File: config.mk
export PLATFORM = sky130hd
export DESIGN_NAME = dram_leaf_strobe
export DESIGN_NICKNAME = d
export VERILOG_FILES = /design/src/rtl/dram_strobe_pkg.sv /design/src/rtl/dls_cas_steer.sv /design/src/rtl/dls_leaf_ctrl.sv /design/src/rtl/dls_we_drive.sv /design/src/rtl/dram_leaf_strobe.sv
export SDC_FILE = /design/constraint.sdc
export NUM_CORES = 1
export LEC_CHECK = 0
export CORE_AREA = 5 5 42 44
export DETAILED_ROUTE_END_ITERATION = 8
export DIE_AREA = 0 0 47 49
export GPL_ROUTABILITY_DRIVEN = 0
export PLACE_DENSITY = 0.82
export REMOVE_ABC_BUFFERS = 1
export SETUP_SLACK_MARGIN = 0.3
export SYNTH_ARGS = -nofsm -noshare
export SYNTH_HDL_FRONTEND = slang
export SYNTH_SLANG_ARGS = --single-unit
File: constraint.sdc
create_clock -name clk -period 1.8 [get_ports clk]
set_input_delay 0.27 -clock clk [delete_from_list [all_inputs] [get_ports clk]]
set_output_delay 0.27 -clock clk [all_outputs]
set_load 0.005 [all_outputs]
File: src/rtl/dram_strobe_pkg.sv
package dram_strobe_pkg;

    // Geometry of the array
    localparam int LANES     = 4;
    localparam int LEAVES    = 2;
    localparam int WE_COPIES = 2;
    localparam int LEAF_W    = (LEAVES > 1) ? $clog2(LEAVES) : 1;
    localparam int STROBES   = LANES * LEAVES;
    localparam int PHASE_W   = 3;

    // Sequencer phase codes; codes above PH_REFRESH count as idle
    typedef enum logic [PHASE_W-1:0] {
        PH_IDLE    = 3'd0,
        PH_ROW     = 3'd1,
        PH_COL     = 3'd2,
        PH_DATA    = 3'd3,
        PH_REFRESH = 3'd4
    } phase_e;

    // Registered output bundle
    typedef struct packed {
        logic [STROBES-1:0]   cas_n;
        logic [WE_COPIES-1:0] we_n;
        logic [LEAVES-1:0]    oe_n;
        logic [LEAVES-1:0]    ale;
    } strobe_t;

    localparam strobe_t STROBE_RESET = '{
        cas_n: '1,
        we_n:  '1,
        oe_n:  '1,
        ale:   '0
    };

    // Column address valid on the multiplexed bus
    function automatic logic ph_col_valid(input logic [PHASE_W-1:0] ph);
        return (ph == PH_COL) || (ph == PH_DATA);
    endfunction

    // Row or column address present on the multiplexed bus
    function automatic logic ph_addr_valid(input logic [PHASE_W-1:0] ph);
        return (ph == PH_ROW) || (ph == PH_COL);
    endfunction

    // Any phase of a normal read or write access
    function automatic logic ph_access(input logic [PHASE_W-1:0] ph);
        return (ph == PH_ROW) || (ph == PH_COL) || (ph == PH_DATA);
    endfunction

    function automatic logic ph_refresh(input logic [PHASE_W-1:0] ph);
        return ph == PH_REFRESH;
    endfunction

    // Leaf index comparison
    function automatic logic leaf_hit(input logic [LEAF_W-1:0] sel, input int idx);
        return sel == LEAF_W'(idx);
    endfunction

endpackage

File: src/rtl/dls_cas_steer.sv
module dls_cas_steer
    import dram_strobe_pkg::*;
(
    input  logic [PHASE_W-1:0] phase_i,
    input  logic [LANES-1:0]   be_n_i,
    input  logic [LEAF_W-1:0]  leaf_i,
    input  logic               ilv_i,
    output logic [STROBES-1:0] cas_n_o
);

    // One strobe group per leaf. In flat mode every group carries the
    // byte enables; in interleaved mode only the addressed group does.
    for (genvar lf = 0; lf < LEAVES; lf++) begin : g_leaf
        logic group_sel;

        always_comb begin
            group_sel = !ilv_i || leaf_hit(leaf_i, lf);
        end

        always_comb begin
            if (ph_refresh(phase_i)) begin
                cas_n_o[lf*LANES +: LANES] = '0;
            end else if (!ph_col_valid(phase_i)) begin
                cas_n_o[lf*LANES +: LANES] = '1;
            end else if (group_sel) begin
                cas_n_o[lf*LANES +: LANES] = be_n_i;
            end else begin
                cas_n_o[lf*LANES +: LANES] = '1;
            end
        end
    end

endmodule

File: src/rtl/dls_leaf_ctrl.sv
module dls_leaf_ctrl
    import dram_strobe_pkg::*;
(
    input  logic [PHASE_W-1:0] phase_i,
    input  logic               wr_i,
    input  logic [LEAF_W-1:0]  leaf_i,
    input  logic               ilv_i,
    output logic [LEAVES-1:0]  oe_n_o,
    output logic [LEAVES-1:0]  ale_o
);

    logic latch_window;
    logic read_window;

    always_comb begin
        latch_window = ilv_i && ph_addr_valid(phase_i);
        read_window  = ilv_i && !wr_i && ph_col_valid(phase_i);
    end

    for (genvar lf = 0; lf < LEAVES; lf++) begin : g_leaf
        always_comb begin
            ale_o[lf]  = latch_window && leaf_hit(leaf_i, lf);
            oe_n_o[lf] = !(read_window && leaf_hit(leaf_i, lf));
        end
    end

endmodule

File: src/rtl/dls_we_drive.sv
module dls_we_drive
    import dram_strobe_pkg::*;
(
    input  logic [PHASE_W-1:0]   phase_i,
    input  logic                 wr_i,
    output logic [WE_COPIES-1:0] we_n_o
);

    logic we_act;

    always_comb begin
        we_act = wr_i && ph_access(phase_i);
    end

    // Replicated copies for load sharing
    for (genvar k = 0; k < WE_COPIES; k++) begin : g_copy
        always_comb begin
            we_n_o[k] = !we_act;
        end
    end

endmodule

File: src/rtl/dram_leaf_strobe.sv
module dram_leaf_strobe
    import dram_strobe_pkg::*;
(
    input  logic        clk,
    input  logic        rst,
    input  logic [2:0]  phase_i,
    input  logic [3:0]  be_n_i,
    input  logic        wr_i,
    input  logic        leaf_i,
    input  logic        ilv_i,
    output logic [7:0]  cas_n_o,
    output logic [1:0]  we_n_o,
    output logic [1:0]  leaf_oe_n_o,
    output logic [1:0]  ale_o
);

    strobe_t nxt;
    strobe_t q;

    dls_cas_steer u_cas (
        .phase_i (phase_i),
        .be_n_i  (be_n_i),
        .leaf_i  (leaf_i),
        .ilv_i   (ilv_i),
        .cas_n_o (nxt.cas_n)
    );

    dls_leaf_ctrl u_leaf (
        .phase_i (phase_i),
        .wr_i    (wr_i),
        .leaf_i  (leaf_i),
        .ilv_i   (ilv_i),
        .oe_n_o  (nxt.oe_n),
        .ale_o   (nxt.ale)
    );

    dls_we_drive u_we (
        .phase_i (phase_i),
        .wr_i    (wr_i),
        .we_n_o  (nxt.we_n)
    );

    // Output register: every pin leaves from a flop
    always_ff @(posedge clk) begin
        if (rst) begin
            q <= STROBE_RESET;
        end else begin
            q <= nxt;
        end
    end

    assign cas_n_o     = q.cas_n;
    assign we_n_o      = q.we_n;
    assign leaf_oe_n_o = q.oe_n;
    assign ale_o       = q.ale;

    // Marks cycles whose outputs came from sampled inputs, not from reset
    logic live;
    always_ff @(posedge clk) begin
        if (rst) live <= 1'b0;
        else     live <= 1'b1;
    end

    AST_FLAT_MIRROR: assert property (@(posedge clk) disable iff (rst)
        (live && !$past(ilv_i)) |-> (cas_n_o[3:0] == cas_n_o[7:4]));

    AST_ILV_HALF_DARK: assert property (@(posedge clk) disable iff (rst)
        (live && $past(ilv_i) && ph_col_valid($past(phase_i)))
        |-> (($past(leaf_i) ? cas_n_o[3:0] : cas_n_o[7:4]) == 4'hF));

    AST_CAS_IDLE: assert property (@(posedge clk) disable iff (rst)
        (live && !ph_col_valid($past(phase_i)) && !ph_refresh($past(phase_i)))
        |-> (cas_n_o == 8'hFF));

    AST_REFRESH_ALL: assert property (@(posedge clk) disable iff (rst)
        (live && ph_refresh($past(phase_i))) |-> (cas_n_o == 8'h00));

    AST_ALE_ONE: assert property (@(posedge clk) disable iff (rst)
        $onehot0(ale_o));

    AST_OE_ONE: assert property (@(posedge clk) disable iff (rst)
        $onehot0(~leaf_oe_n_o));

    AST_OE_WRITE_QUIET: assert property (@(posedge clk) disable iff (rst)
        (live && $past(wr_i)) |-> (leaf_oe_n_o == 2'b11));

    AST_WE_COPIES: assert property (@(posedge clk) disable iff (rst)
        we_n_o[0] == we_n_o[1]);

    AST_WE_REFRESH: assert property (@(posedge clk) disable iff (rst)
        (live && ph_refresh($past(phase_i))) |-> (we_n_o == 2'b11));

    AST_FLAT_QUIET: assert property (@(posedge clk) disable iff (rst)
        (live && !$past(ilv_i)) |-> (leaf_oe_n_o == 2'b11 && ale_o == 2'b00));

    AST_RESET_STATE: assert property (@(posedge clk)
        $past(rst) |-> (cas_n_o == 8'hFF && we_n_o == 2'b11 &&
                        leaf_oe_n_o == 2'b11 && ale_o == 2'b00));

endmodule

# Word level (Yosys, flattened, before mapping)
# Cells that the tools add are included.
# word_totals
register_bits,13
latchBits,0
ram_bits,0
romBits,0
inputBits,12
out_inout_bits,14
word_cells,33
mem_count,0
# op_classes
n_addsub,0
multipliers,0
div,0
magnitude_cmp,0
eq_ne,4
shifts,0
n_mux,6
bitwise,1
reduce_logical,18
# ops
cell,count
4-bit 2-to-1 mux,6
1-bit logical AND,8
"3-bit by 2-bit equality test with 1-bit output, second input constant",2
1-bit logical NOT,5
1-bit logical OR,5
"3-bit by 1-bit equality test with 1-bit output, second input constant",1
"3-bit equality test, second input constant",1
1-bit inverter,1

# Depth between registers and ports, before layout
# logic_depth
ltp_word,5
mapped_depth,3

# Hierarchy
# Synthesis repeated with hierarchy kept, for this count alone.
# hier_totals
cells_unflattened,55
area_unflattened_um2,575.6
# modules_own_cells
module,instances,cells_each,area_each_um2,seq_area_each_um2
dram_leaf_strobe,1,29,384.1,280.3
dls_cas_steer,1,17,118.9,0.0
dls_leaf_ctrl,1,6,48.8,0.0
dls_we_drive,1,3,23.8,0.0

# Worst setup path after synthesis
# Ideal clock, no wire load.
# synth_timing
kind,input to register
start,in rst
end,"reg q, in the netlist cas_n_o[0]"
t_arrival_ps,896
path_slack_ps,757
path_stages,3
path_cell_list,buf_6 -> nor4b_2 -> a31oi_1
# synth_rtl
item,line,text
"start, declared",dram_leaf_strobe.sv:5,"input logic rst,"
"end signal, assigned",dram_leaf_strobe.sv:48,q <= nxt;
"end, declared",dram_leaf_strobe.sv:18,strobe_t q;

# Worst setup path after layout
# layout_timing
start,"reg q, in the netlist we_n_o[0]"
end,out we_n_o[0]
# layout_rtl
item,line,text
"end, declared",dram_leaf_strobe.sv:12,"output logic [1:0] we_n_o,"
# No word-level cell between the ends.

==> impl_metrics.yaml <==
sta:
  min_period_over_period_pct: 76.4
  fmax_ghz: 0.727
  whs_ns: 0.534
  timing.final.max_slew_violations: 0
  rsz0062_at_grt: "no"
  period_needed_ns: 1.38
  hold_viol: 0
  fin_ws_ns: 0.425
  tightest_slew_ns: 0.285
  final-setup-viol-count: 0
  max_slew_margin_pct: 80.9
  tns_ns: 0
worst_hold_path:
  holdPathEnd: "we_n_o[0]$_SDFF_PP1_"
  hold_depth: 2
  min_from: "wr_i"
  hold_path.class: "in2reg"
outcome:
  status: "finished, final reports clean"
placed_design:
  portBuffers: 25
  place_area_um2: 708
  hpwl_um: 824
  place_ws_ns: 0.199
clocking:
  cts_tree: "built"
  hold_buffers: 0
  cts-root-buf: "clkbuf_4"
  cts.htree.levels: 1
  path_clk_slew_ns: 0.07
  postCtsResizedCells: 0
  cts.sinks: 13
  cts_setup_buffers: 0
  ctsLongestPathBuffers: 2
  cts_buffers: 3
floorplanning:
  rows: 14
  core_um2: 1400
  die_x_um: 47
  dieArea_um2: 2300
  die_y_um: 49
  initial_utilization_pct: 31.8
  io_pins: 26
yosys:
  synth_seq_area_share_pct: 58.4
  synth_top_area_share_pct: 58.4
  ys_ff_latch: 13
  yosys.cell_types.count: 17
  synth_area_leaders: "dfxtp_1 58%, a31oi_1 11%, nor2_1 4.2%"
  ys_warn_count: 0
  synth_area_leader_cell: "dfxtp_1"
  syn_inst: 41
  netlist_area_um2: 445
  syn_area_per_cell_um2: 10.9
power:
  powerDensity_nw_per_um2: 766
  totalPowerFinal_uw: 562
  ir_worst_vdd_uv: 371
  p_leak_uw: 0.000267
detailed_routing:
  wl_per_cell_um: 12.6
  dr.pass1.iters: 4
  routed_wl_um: 1070
  dr.first_iter.drc_count: 9
  vias_per_cell: 4.66
  via_count: 396
  postRouteAntennaNets: 0
  drc: 0
critical_path:
  path_cells: "clkdlybuf4s50_1"
  cp-end-kind: "primary output"
  slowest_delay_ns: 0.50
  crit_fanout: 2
  worst-path-buf-inv: 1
  cp-start-kind: "register"
  criticalPathCategory: "reg2out"
  critPathSlowestCell: "clkdlybuf4s50_1"
  critPathRequiredTime_ns: 1.53
  arrival_ns: 1.11
  path_delay_family: "buffers and inverters"
final_layout:
  antennaDiodeCount: 0
  final_cell_area_um2: 734
  areaGrowthSynthToFinish_pct: 64.9
  drive_gt1_share_pct: 8.70
  finalNetCount: 82
grt:
  overflow: 0
  antenna_found_initial: 0
  grt_pass1_vias: 372
  grt_pass1_wl_um: 1630
  grt_use_total_pct: 10.7
  grt_max_degree: 9
flow_run:
  maxCapViolations: 0
[Yosys cell counts]
cell and instances:
nor2b_1 1, or3b_1 1, nor4b_2 1, clkbuf_1 1, o211ai_1 1, nor3b_1 1, xnor2_1 1, dfxtp_1 13
nand2b_1 2, nand4b_1 1, buf_6 1, a31oi_1 8, buf_4 1, nor2_1 5, nand2_1 1, nor4b_1 1
nor4_1 1
[per-layer routing]
metal / vias to the layer above / GRT usage (%) / part of all wire (%)
met5: - / 0 / 0
li1: 206 / - / -
met4: 0 / 11.1 / 2.4
met1: 169 / 10.2 / 41
met2: 19 / 16.5 / 51
met3: 2 / 3.32 / 6.4
[worst max path at each step]
stage,start,end,slack [ns],cells after the start
2_1_floorplan,phase_i[0],cas_n_o[0]$_SDFF_PP1_,0.82,2
3_3_place_gp,phase_i[1],leaf_oe_n_o[0]$_SDFF_PP1_,0.25,3
3_5_place_dp,phase_i[1],leaf_oe_n_o[0]$_SDFF_PP1_,0.20,3
4_1_cts,we_n_o[0]$_SDFF_PP1_,we_n_o[0],0.41,1
5_1_grt,cas_n_o[6]$_SDFF_PP1_,cas_n_o[6],0.38,1
6_report,we_n_o[0]$_SDFF_PP1_,we_n_o[0],0.42,1
[kinds of logic after synthesis]
family / after synthesis / synth area share (%)
simple gates: 15 / 21.6
compound gates: 9 / 12.9
flops: 13 / 58.4
buf+inv: 3 / 5.06
xor+xnor: 1 / 1.97
[flip-flops by register name, summed over array words and instances, names as in the netlist]
signal and count:
cas_n_o 8, leaf_oe_n_o 2, we_n_o 1, ale_o 2
[where the power goes]
| group | total [uW] | switching (uW) | leakage, uW | internal, uW |
|---|---|---|---|---|
| clock network | 179 | 92.6 | 0.0000150 | 86.0 |
| registers | 300 | 2.38 | 0.000106 | 298 |
| logic | 83.4 | 31.4 | 0.000146 | 51.9 |
[through the flow]
stage	utilization, %	instances
finish	52.4	85
detailed placement	50.5	81
global route	52.4	85
floorplan	-	38
global placement	50.5	81
CTS	52.4	85
[cell usage in the layout, fill, tap and decap left out, types with 2 or more instances in the layout]
| cell | Yosys | layout |
|---|---|---|
| a31oi_1 | 8 | 8 |
| buf_4 | 1 | 2 |
| clkbuf_4 | 0 | 3 |
| clkdlybuf4s50_1 | 0 | 25 |
| dfxtp_1 | 13 | 13 |
| nand2b_1 | 2 | 2 |
| nor2_1 | 5 | 5 |
[layout make-up]
class,count,area [um2]
fillers,142,667
repair buffers,27,265
flip-flops and latches,13,260
multi-input cells,25,163
clock buffers,4,26.3
well taps,16,20.0
Note: power is estimated with default switching activity, not from simulation.
